File: src/rtl/smon_pkg.sv
package smon_pkg;

  // Reporting selection; the two unnamed codes leave the holding register untouched
  typedef enum logic [1:0] {
    MODE_OFF   = 2'b00,
    MODE_PEAK  = 2'b01,
    MODE_COUNT = 2'b10,
    MODE_OFF2  = 2'b11
  } monMode_e;

  // Strobes handed from the window control to the datapath
  typedef struct packed {
    logic restart;    // drop running figures, no report
    logic windowEnd;  // last cycle of a window: report, then drop
  } winStrobe_t;

endpackage

File: src/rtl/smon_magnitude.sv
module smon_magnitude #(
  parameter int SAMPLE_W = 12,
  localparam int MAG_W   = SAMPLE_W + 1
) (
  input  logic [SAMPLE_W-1:0] sampleData,
  output logic [MAG_W-1:0]    magnitude
);

  logic [MAG_W-1:0] signExt;

  always_comb begin
    signExt = {sampleData[SAMPLE_W-1], sampleData};
    if (signExt[MAG_W-1]) begin
      magnitude = (~signExt) + MAG_W'(1);
    end else begin
      magnitude = signExt;
    end
  end

endmodule

File: src/rtl/smon_window_ctrl.sv
module smon_window_ctrl
  import smon_pkg::*;
#(
  parameter int PERIOD_W = 24
) (
  input  logic                clk,
  input  logic                rstN,
  input  logic                syncPulse,
  input  logic [PERIOD_W-1:0] periodLen,
  output winStrobe_t          strobes
);

  localparam logic [PERIOD_W-1:0] CNT_ONE = PERIOD_W'(1);

  logic [PERIOD_W-1:0] winCount;

  // A zero count means "not loaded yet" (after reset or with a zero period)
  always_comb begin
    strobes.restart   = syncPulse || (winCount == '0);
    strobes.windowEnd = !syncPulse && (winCount == CNT_ONE);
  end

  always_ff @(posedge clk) begin
    if (!rstN) begin
      winCount <= '0;
    end else if (strobes.restart || strobes.windowEnd) begin
      winCount <= periodLen;
    end else begin
      winCount <= winCount - CNT_ONE;
    end
  end

  // a closing window reloads from the length seen at the close
  p_reload_on_end_r2: assert property (@(posedge clk) disable iff (!rstN)
    strobes.windowEnd |=> (winCount == $past(periodLen)));

  // after a sync, a window longer than one cycle cannot close at once
  p_sync_defers_end_r8: assert property (@(posedge clk) disable iff (!rstN)
    (syncPulse && (periodLen > CNT_ONE)) |=> !strobes.windowEnd);

  // a zero length keeps the counter from ever closing a window
  p_zero_period_idle_r10: assert property (@(posedge clk) disable iff (!rstN)
    (strobes.restart && (periodLen == '0)) |=> !strobes.windowEnd);

endmodule

File: src/rtl/smon_datapath.sv
module smon_datapath
  import smon_pkg::*;
#(
  parameter int SAMPLE_W = 12,
  parameter int RESULT_W = 20,
  localparam int MAG_W   = SAMPLE_W + 1
) (
  input  logic                clk,
  input  logic                rstN,
  input  logic                sampleValid,
  input  logic [SAMPLE_W-1:0] sampleData,
  input  logic [MAG_W-1:0]    threshold,
  input  monMode_e            mode,
  input  winStrobe_t          strobes,
  output logic [RESULT_W-1:0] result,
  output logic                resultValid
);

  localparam logic [RESULT_W-1:0] COUNT_SAT = '1;
  localparam int                  MAX_MAG   = 1 << (SAMPLE_W - 1);

  logic [MAG_W-1:0]    magnitude;
  logic [MAG_W-1:0]    peakAcc;
  logic [MAG_W-1:0]    peakNext;
  logic [RESULT_W-1:0] countAcc;
  logic [RESULT_W-1:0] countNext;
  logic [RESULT_W-1:0] reportVal;
  logic                crossing;
  logic                reportEn;
  logic                dropAcc;

  smon_magnitude #(.SAMPLE_W(SAMPLE_W)) magnitude_i (
    .sampleData (sampleData),
    .magnitude  (magnitude)
  );

  always_comb begin
    crossing  = sampleValid && (magnitude > threshold);
    peakNext  = (sampleValid && (magnitude > peakAcc)) ? magnitude : peakAcc;
    countNext = (crossing && (countAcc != COUNT_SAT)) ? countAcc + RESULT_W'(1)
                                                      : countAcc;
    dropAcc   = strobes.restart || strobes.windowEnd;
    unique case (mode)
      MODE_PEAK: begin
        reportVal = RESULT_W'(peakNext);
        reportEn  = strobes.windowEnd;
      end
      MODE_COUNT: begin
        reportVal = countNext;
        reportEn  = strobes.windowEnd;
      end
      default: begin
        reportVal = result;
        reportEn  = 1'b0;
      end
    endcase
  end

  // Running figures: both kept so a mode change only affects the next report
  always_ff @(posedge clk) begin
    if (!rstN) begin
      peakAcc  <= '0;
      countAcc <= '0;
    end else if (dropAcc) begin
      peakAcc  <= '0;
      countAcc <= '0;
    end else begin
      peakAcc  <= peakNext;
      countAcc <= countNext;
    end
  end

  // Holding register and its strobe
  always_ff @(posedge clk) begin
    if (!rstN) begin
      result      <= '0;
      resultValid <= 1'b0;
    end else begin
      resultValid <= reportEn;
      if (reportEn) begin
        result <= reportVal;
      end
    end
  end

  // inside a window the count never steps backwards (no wrap)
  p_count_no_wrap_r7: assert property (@(posedge clk) disable iff (!rstN)
    !dropAcc |=> (countAcc >= $past(countAcc)));

  // the holding register is quiet between strobes
  p_hold_between_r11: assert property (@(posedge clk) disable iff (!rstN)
    !resultValid |-> $stable(result));

  // a reported peak never exceeds the largest possible magnitude
  p_peak_bound_r4: assert property (@(posedge clk) disable iff (!rstN)
    (resultValid && ($past(mode) == MODE_PEAK)) |-> (result <= RESULT_W'(MAX_MAG)));

  // a strobe only follows a close in a reporting mode
  p_strobe_mode_r9: assert property (@(posedge clk) disable iff (!rstN)
    resultValid |-> (($past(mode) == MODE_PEAK) || ($past(mode) == MODE_COUNT)));

endmodule

File: src/rtl/smon_window_monitor.sv
module smon_window_monitor
  import smon_pkg::*;
#(
  parameter int SAMPLE_W = 12,
  parameter int RESULT_W = 20,
  parameter int PERIOD_W = 24,
  localparam int MAG_W   = SAMPLE_W + 1
) (
  input  logic                clk,
  input  logic                rstN,
  input  logic                sampleValid,
  input  logic [SAMPLE_W-1:0] sampleData,
  input  logic [PERIOD_W-1:0] periodLen,
  input  logic [MAG_W-1:0]    threshold,
  input  logic [1:0]          mode,
  input  logic                syncPulse,
  output logic [RESULT_W-1:0] result,
  output logic                resultValid
);

  winStrobe_t strobes;
  monMode_e   modeSel;

  assign modeSel = monMode_e'(mode);

  smon_window_ctrl #(.PERIOD_W(PERIOD_W)) ctrl_i (
    .clk       (clk),
    .rstN      (rstN),
    .syncPulse (syncPulse),
    .periodLen (periodLen),
    .strobes   (strobes)
  );

  smon_datapath #(.SAMPLE_W(SAMPLE_W), .RESULT_W(RESULT_W)) datapath_i (
    .clk         (clk),
    .rstN        (rstN),
    .sampleValid (sampleValid),
    .sampleData  (sampleData),
    .threshold   (threshold),
    .mode        (modeSel),
    .strobes     (strobes),
    .result      (result),
    .resultValid (resultValid)
  );

endmodule

File: config.mk
export PLATFORM = sky130hd
export DESIGN_NAME = smon_window_monitor
export DESIGN_NICKNAME = d
export VERILOG_FILES = /design/src/rtl/smon_pkg.sv /design/src/rtl/smon_magnitude.sv /design/src/rtl/smon_window_ctrl.sv /design/src/rtl/smon_datapath.sv /design/src/rtl/smon_window_monitor.sv
export SDC_FILE = /design/constraint.sdc
export NUM_CORES = 1
export LEC_CHECK = 0
export ABC_AREA = 1
export BUFFER_PORTS_ARGS = -buffer_cell sky130_fd_sc_hd__buf_2
export CAP_MARGIN = 25
export CORE_UTILIZATION = 46
export DETAILED_ROUTE_END_ITERATION = 6
export PLACE_DENSITY = 0.66
export SYNTH_ARGS = -nofsm -noshare
export SYNTH_HDL_FRONTEND = slang
export SYNTH_SLANG_ARGS = --single-unit
File: constraint.sdc
create_clock -name clk -period 5.73 [get_ports clk]
set_input_delay 1.146 -clock clk [delete_from_list [all_inputs] [get_ports clk]]
set_output_delay 1.146 -clock clk [all_outputs]
set_load 0.01 [all_outputs]
==> flow_metrics.py <==
metrics = {
    "clock_network": {
        "cts_buffers": 9,
        "clock_path_buffers": 2,
        "clk_pin_slew_worst_paths_ns": 0.06,
        "cts_tree": "yes",
        "cts.hold.buffers_added": 0,
        "cts_root_buf": "clkbuf_16",
        "postCtsResizedCells": 0,
        "clock-sinks": 78,
        "clock_latency_ns": 0.35,
        "cts_max_level": 3,
        "postCtsSetupRepairBufs": 0,
    },
    "synth": {
        "ys_types": 33,
        "ys_ff_latch": 78,
        "syn-instance-count": 830,
        "synth_ff_type": "dfxtp_1",
        "synth-simple-area-share": 0.376,
        "synth_area_um2": 5210,
        "synth_compound_area_frac": 0.0956,
        "ys_seq_area_frac": 0.300,
        "synth_xor_area_frac": 0.0454,
        "synthAdderAreaFrac": 0.0769,
        "synthMuxAreaShare": 0,
        "yosysWarnings": 0,
        "synth-edff-count": 0,
        "synth_top_family_by_area": "simple AND/OR/NAND/NOR gates",
        "synthArstFlopShare": 0,
        "synth_area_per_cell_um2": 6.27,
    },
    "timing": {
        "fin_crit_ns": 4.13,
        "rsz0062_at_grt": "false",
        "fin_worst_skew_ns": 0.00658,
        "slew_viol_final": 0,
        "fmax_ghz": 0.242,
        "setup_slack_ns": 1.60,
        "tightestPinTransition_ns": 1.03,
        "relSlewSlack": 0.313,
        "setup_violations": 0,
        "fin_tns_setup_ns": 0,
        "hold_viol_final": 0,
        "finalCritPeriodShare": 0.721,
    },
    "layout": {
        "layout-drive-gt1-share": 0.120,
        "n_antenna_cell": 0,
        "nNetsFinal": 983,
        "syn_to_final_growth_pct": 14.4,
    },
    "global_routing": {
        "antenna_found_initial": 0,
        "grt_overflow": 0,
        "grt_max_degree": 41,
        "grt_usage": 0.230,
        "grt_pass1_wl_um": 21400,
        "first_global_vias": 4875,
    },
    "critical_path": {
        "crit_top_cell": "nand2_1",
        "critPathMaxStageDelay_ns": 0.61,
        "path_max_fanout": 27,
        "arrival_ns": 4.40,
        "crit_required_ns": 6.00,
        "crit_path_top_delay_cell": "a21oi_2",
        "end_kind": "flip-flop",
        "path_class": "input pin to flip-flop",
        "startpoint_type": "input pin",
        "cp_cell_sequence": "buf_2, inv_1, ha_1, inv_1, nor2_1, nand3_1, nand2_1, nand2_1, nand2_1, nand2_1, ha_1, nand2_1, nor2_1, and2_1, a21oi_2, nand3_4, o21ai_1, nand2_1, a21oi_1",
    },
    "detailed_routing": {
        "drt-initial-drc-count": 264,
        "drt-pass1-iter-count": 5,
        "vias": 5207,
        "routedWlPerCell_um": 12.2,
        "drcViolationCount": 0,
        "viasPerCell": 5.00,
        "ant_nets": 0,
        "drt-total-wl_um": 12700,
    },
    "floorplan": {
        "fp-row-count": 38,
        "die_area_um2": 11800,
        "start_util": 0.476,
        "coreArea_um2": 10900,
        "die_w_um": 108,
        "io_pins": 76,
        "die_h_um": 108,
    },
    "place": {
        "dp_hpwl_um": 9570,
        "place_ws_ns": 1.29,
        "gp_congestion": 0.911,
        "io_buffer_count": 75,
    },
    "power_and_ir_drop": {
        "power_density_nw_per_um2": 233,
        "cellLeakagePower_uw": 0.00281,
        "peakVddDrop_mv": 0.265,
    },
    "hold_path": {
        "hold_path_class": "flip-flop to flip-flop",
    },
    "job": {
        "max_cap_violations": 0,
    },
    "run_status": {
        "outcome": "completed",
    },
}
kinds of logic (layout without fill, tap and decap cells):
| kind of cell | count (synthesis) | count (layout) |
|---|---|---|
| compound gates | 97 | 97 |
| xor+xnor | 27 | 27 |
| fa+ha+maj | 32 | 32 |
| buf+inv | 138 | 208 |
| flops | 78 | 78 |
| other cells | 1 | 2 |
| simple gates | 457 | 457 |
flip-flops by register name, summed over array words and instances (netlist names):
register                count
datapath_i.resultValid      1
datapath_i.result          20
datapath_i.peakAcc         13
datapath_i.countAcc        20
ctrl_i.winCount            24
placed cells by master (no fill, tap or decap), drive strengths merged:
cell,count
a21oi,52
a41oi,1
nor4,1
nor3b,1
clkbuf,11
nand2,241
nand3b,7
dfxtp,78
buf,77
conb,2
bufinv,1
ha,32
nor3,4
xnor2,13
and3,1
xor2,14
nand3,50
o21ai,40
a31oi,4
and2,4
nor2,124
clkinv,3
inv,116
nand4,24
layout make-up:
cell class | instances | area, um2
Clock buffer | 11 | 243
Sequential cell | 78 | 1560
Tap cell | 140 | 175
Fill cell | 1095 | 4980
Inverter | 115 | 432
Multi-Input combinational cell | 615 | 3100
Clock inverter | 5 | 57.6
Timing Repair Buffer | 77 | 390
worst max-delay path, delay by kind of cell:
| kind | cells | cell delay (ns) |
|---|---|---|
| AOI/OAI and AO/OA | 3 | 1.03 |
| and+or+nand+nor | 11 | 1.39 |
| adders and majority gates | 2 | 0.49 |
| buffers and inverters | 3 | 0.33 |
power breakdown:
group	total [uW]	internal, uW	switching (uW)
clock network	581	350	231
logic	231	82.4	148
registers	576	561	15.0
synth_stat cells (all sizes together) (4+ instances only):
master | count | area share
a21oi | 52 | 0.051
a31oi | 4 | 0.0048
and2 | 4 | 0.0048
buf | 14 | 0.017
clkbuf | 9 | 0.0065
dfxtp | 78 | 0.30
ha | 32 | 0.077
inv | 115 | 0.083
nand2 | 241 | 0.17
nand3 | 50 | 0.054
nand3b | 7 | 0.010
nand4 | 24 | 0.029
nor2 | 124 | 0.096
nor3 | 4 | 0.0038
o21ai | 40 | 0.038
xnor2 | 13 | 0.022
xor2 | 14 | 0.024
path summary, 6_finish.rpt:
check	start	end	slack (ns)	depth (start not counted)
max	sampleData[0]	datapath_i.result[13]$_SDFFE_PN0P_	1.60	19
min reg2reg	datapath_i.result[17]$_SDFFE_PN0P_	datapath_i.result[17]$_SDFFE_PN0P_	0.47	2
min	datapath_i.result[17]$_SDFFE_PN0P_	datapath_i.result[17]$_SDFFE_PN0P_	0.47	2
max reg2reg	ctrl_i.winCount[16]$_SDFF_PN0_	datapath_i.result[12]$_SDFFE_PN0P_	3.26	10
layer usage:
metal / vias to the layer above / GRT usage / part of all wire
met2: 96 / 0.392 / 0.47
li1: 2755 / - / -
met4: 0 / 0.0676 / 0.011
met1: 2341 / 0.281 / 0.47
met3: 15 / 0.0651 / 0.050
met5: - / 0 / 0
metrics by stage:
stage / hold slack [ns] / util / cells / total power [uW] / cell area [um2]
5_1_grt: 0.481 / 0.545 / 1041 / 1470 / 5960
4_1_cts: 0.469 / 0.545 / 1041 / 1400 / 5960
3_5_place_dp: 0.457 / 0.517 / 1025 / 817 / 5660
3_3_place_gp: 0.452 / 0.517 / 1025 / 809 / 5660
2_1_floorplan: 0.434 / - / 831 / 756 / 5210
6_report: 0.467 / 0.545 / 1041 / 1390 / 5960
No activity file was read; power rests on OpenSTA's default activity.
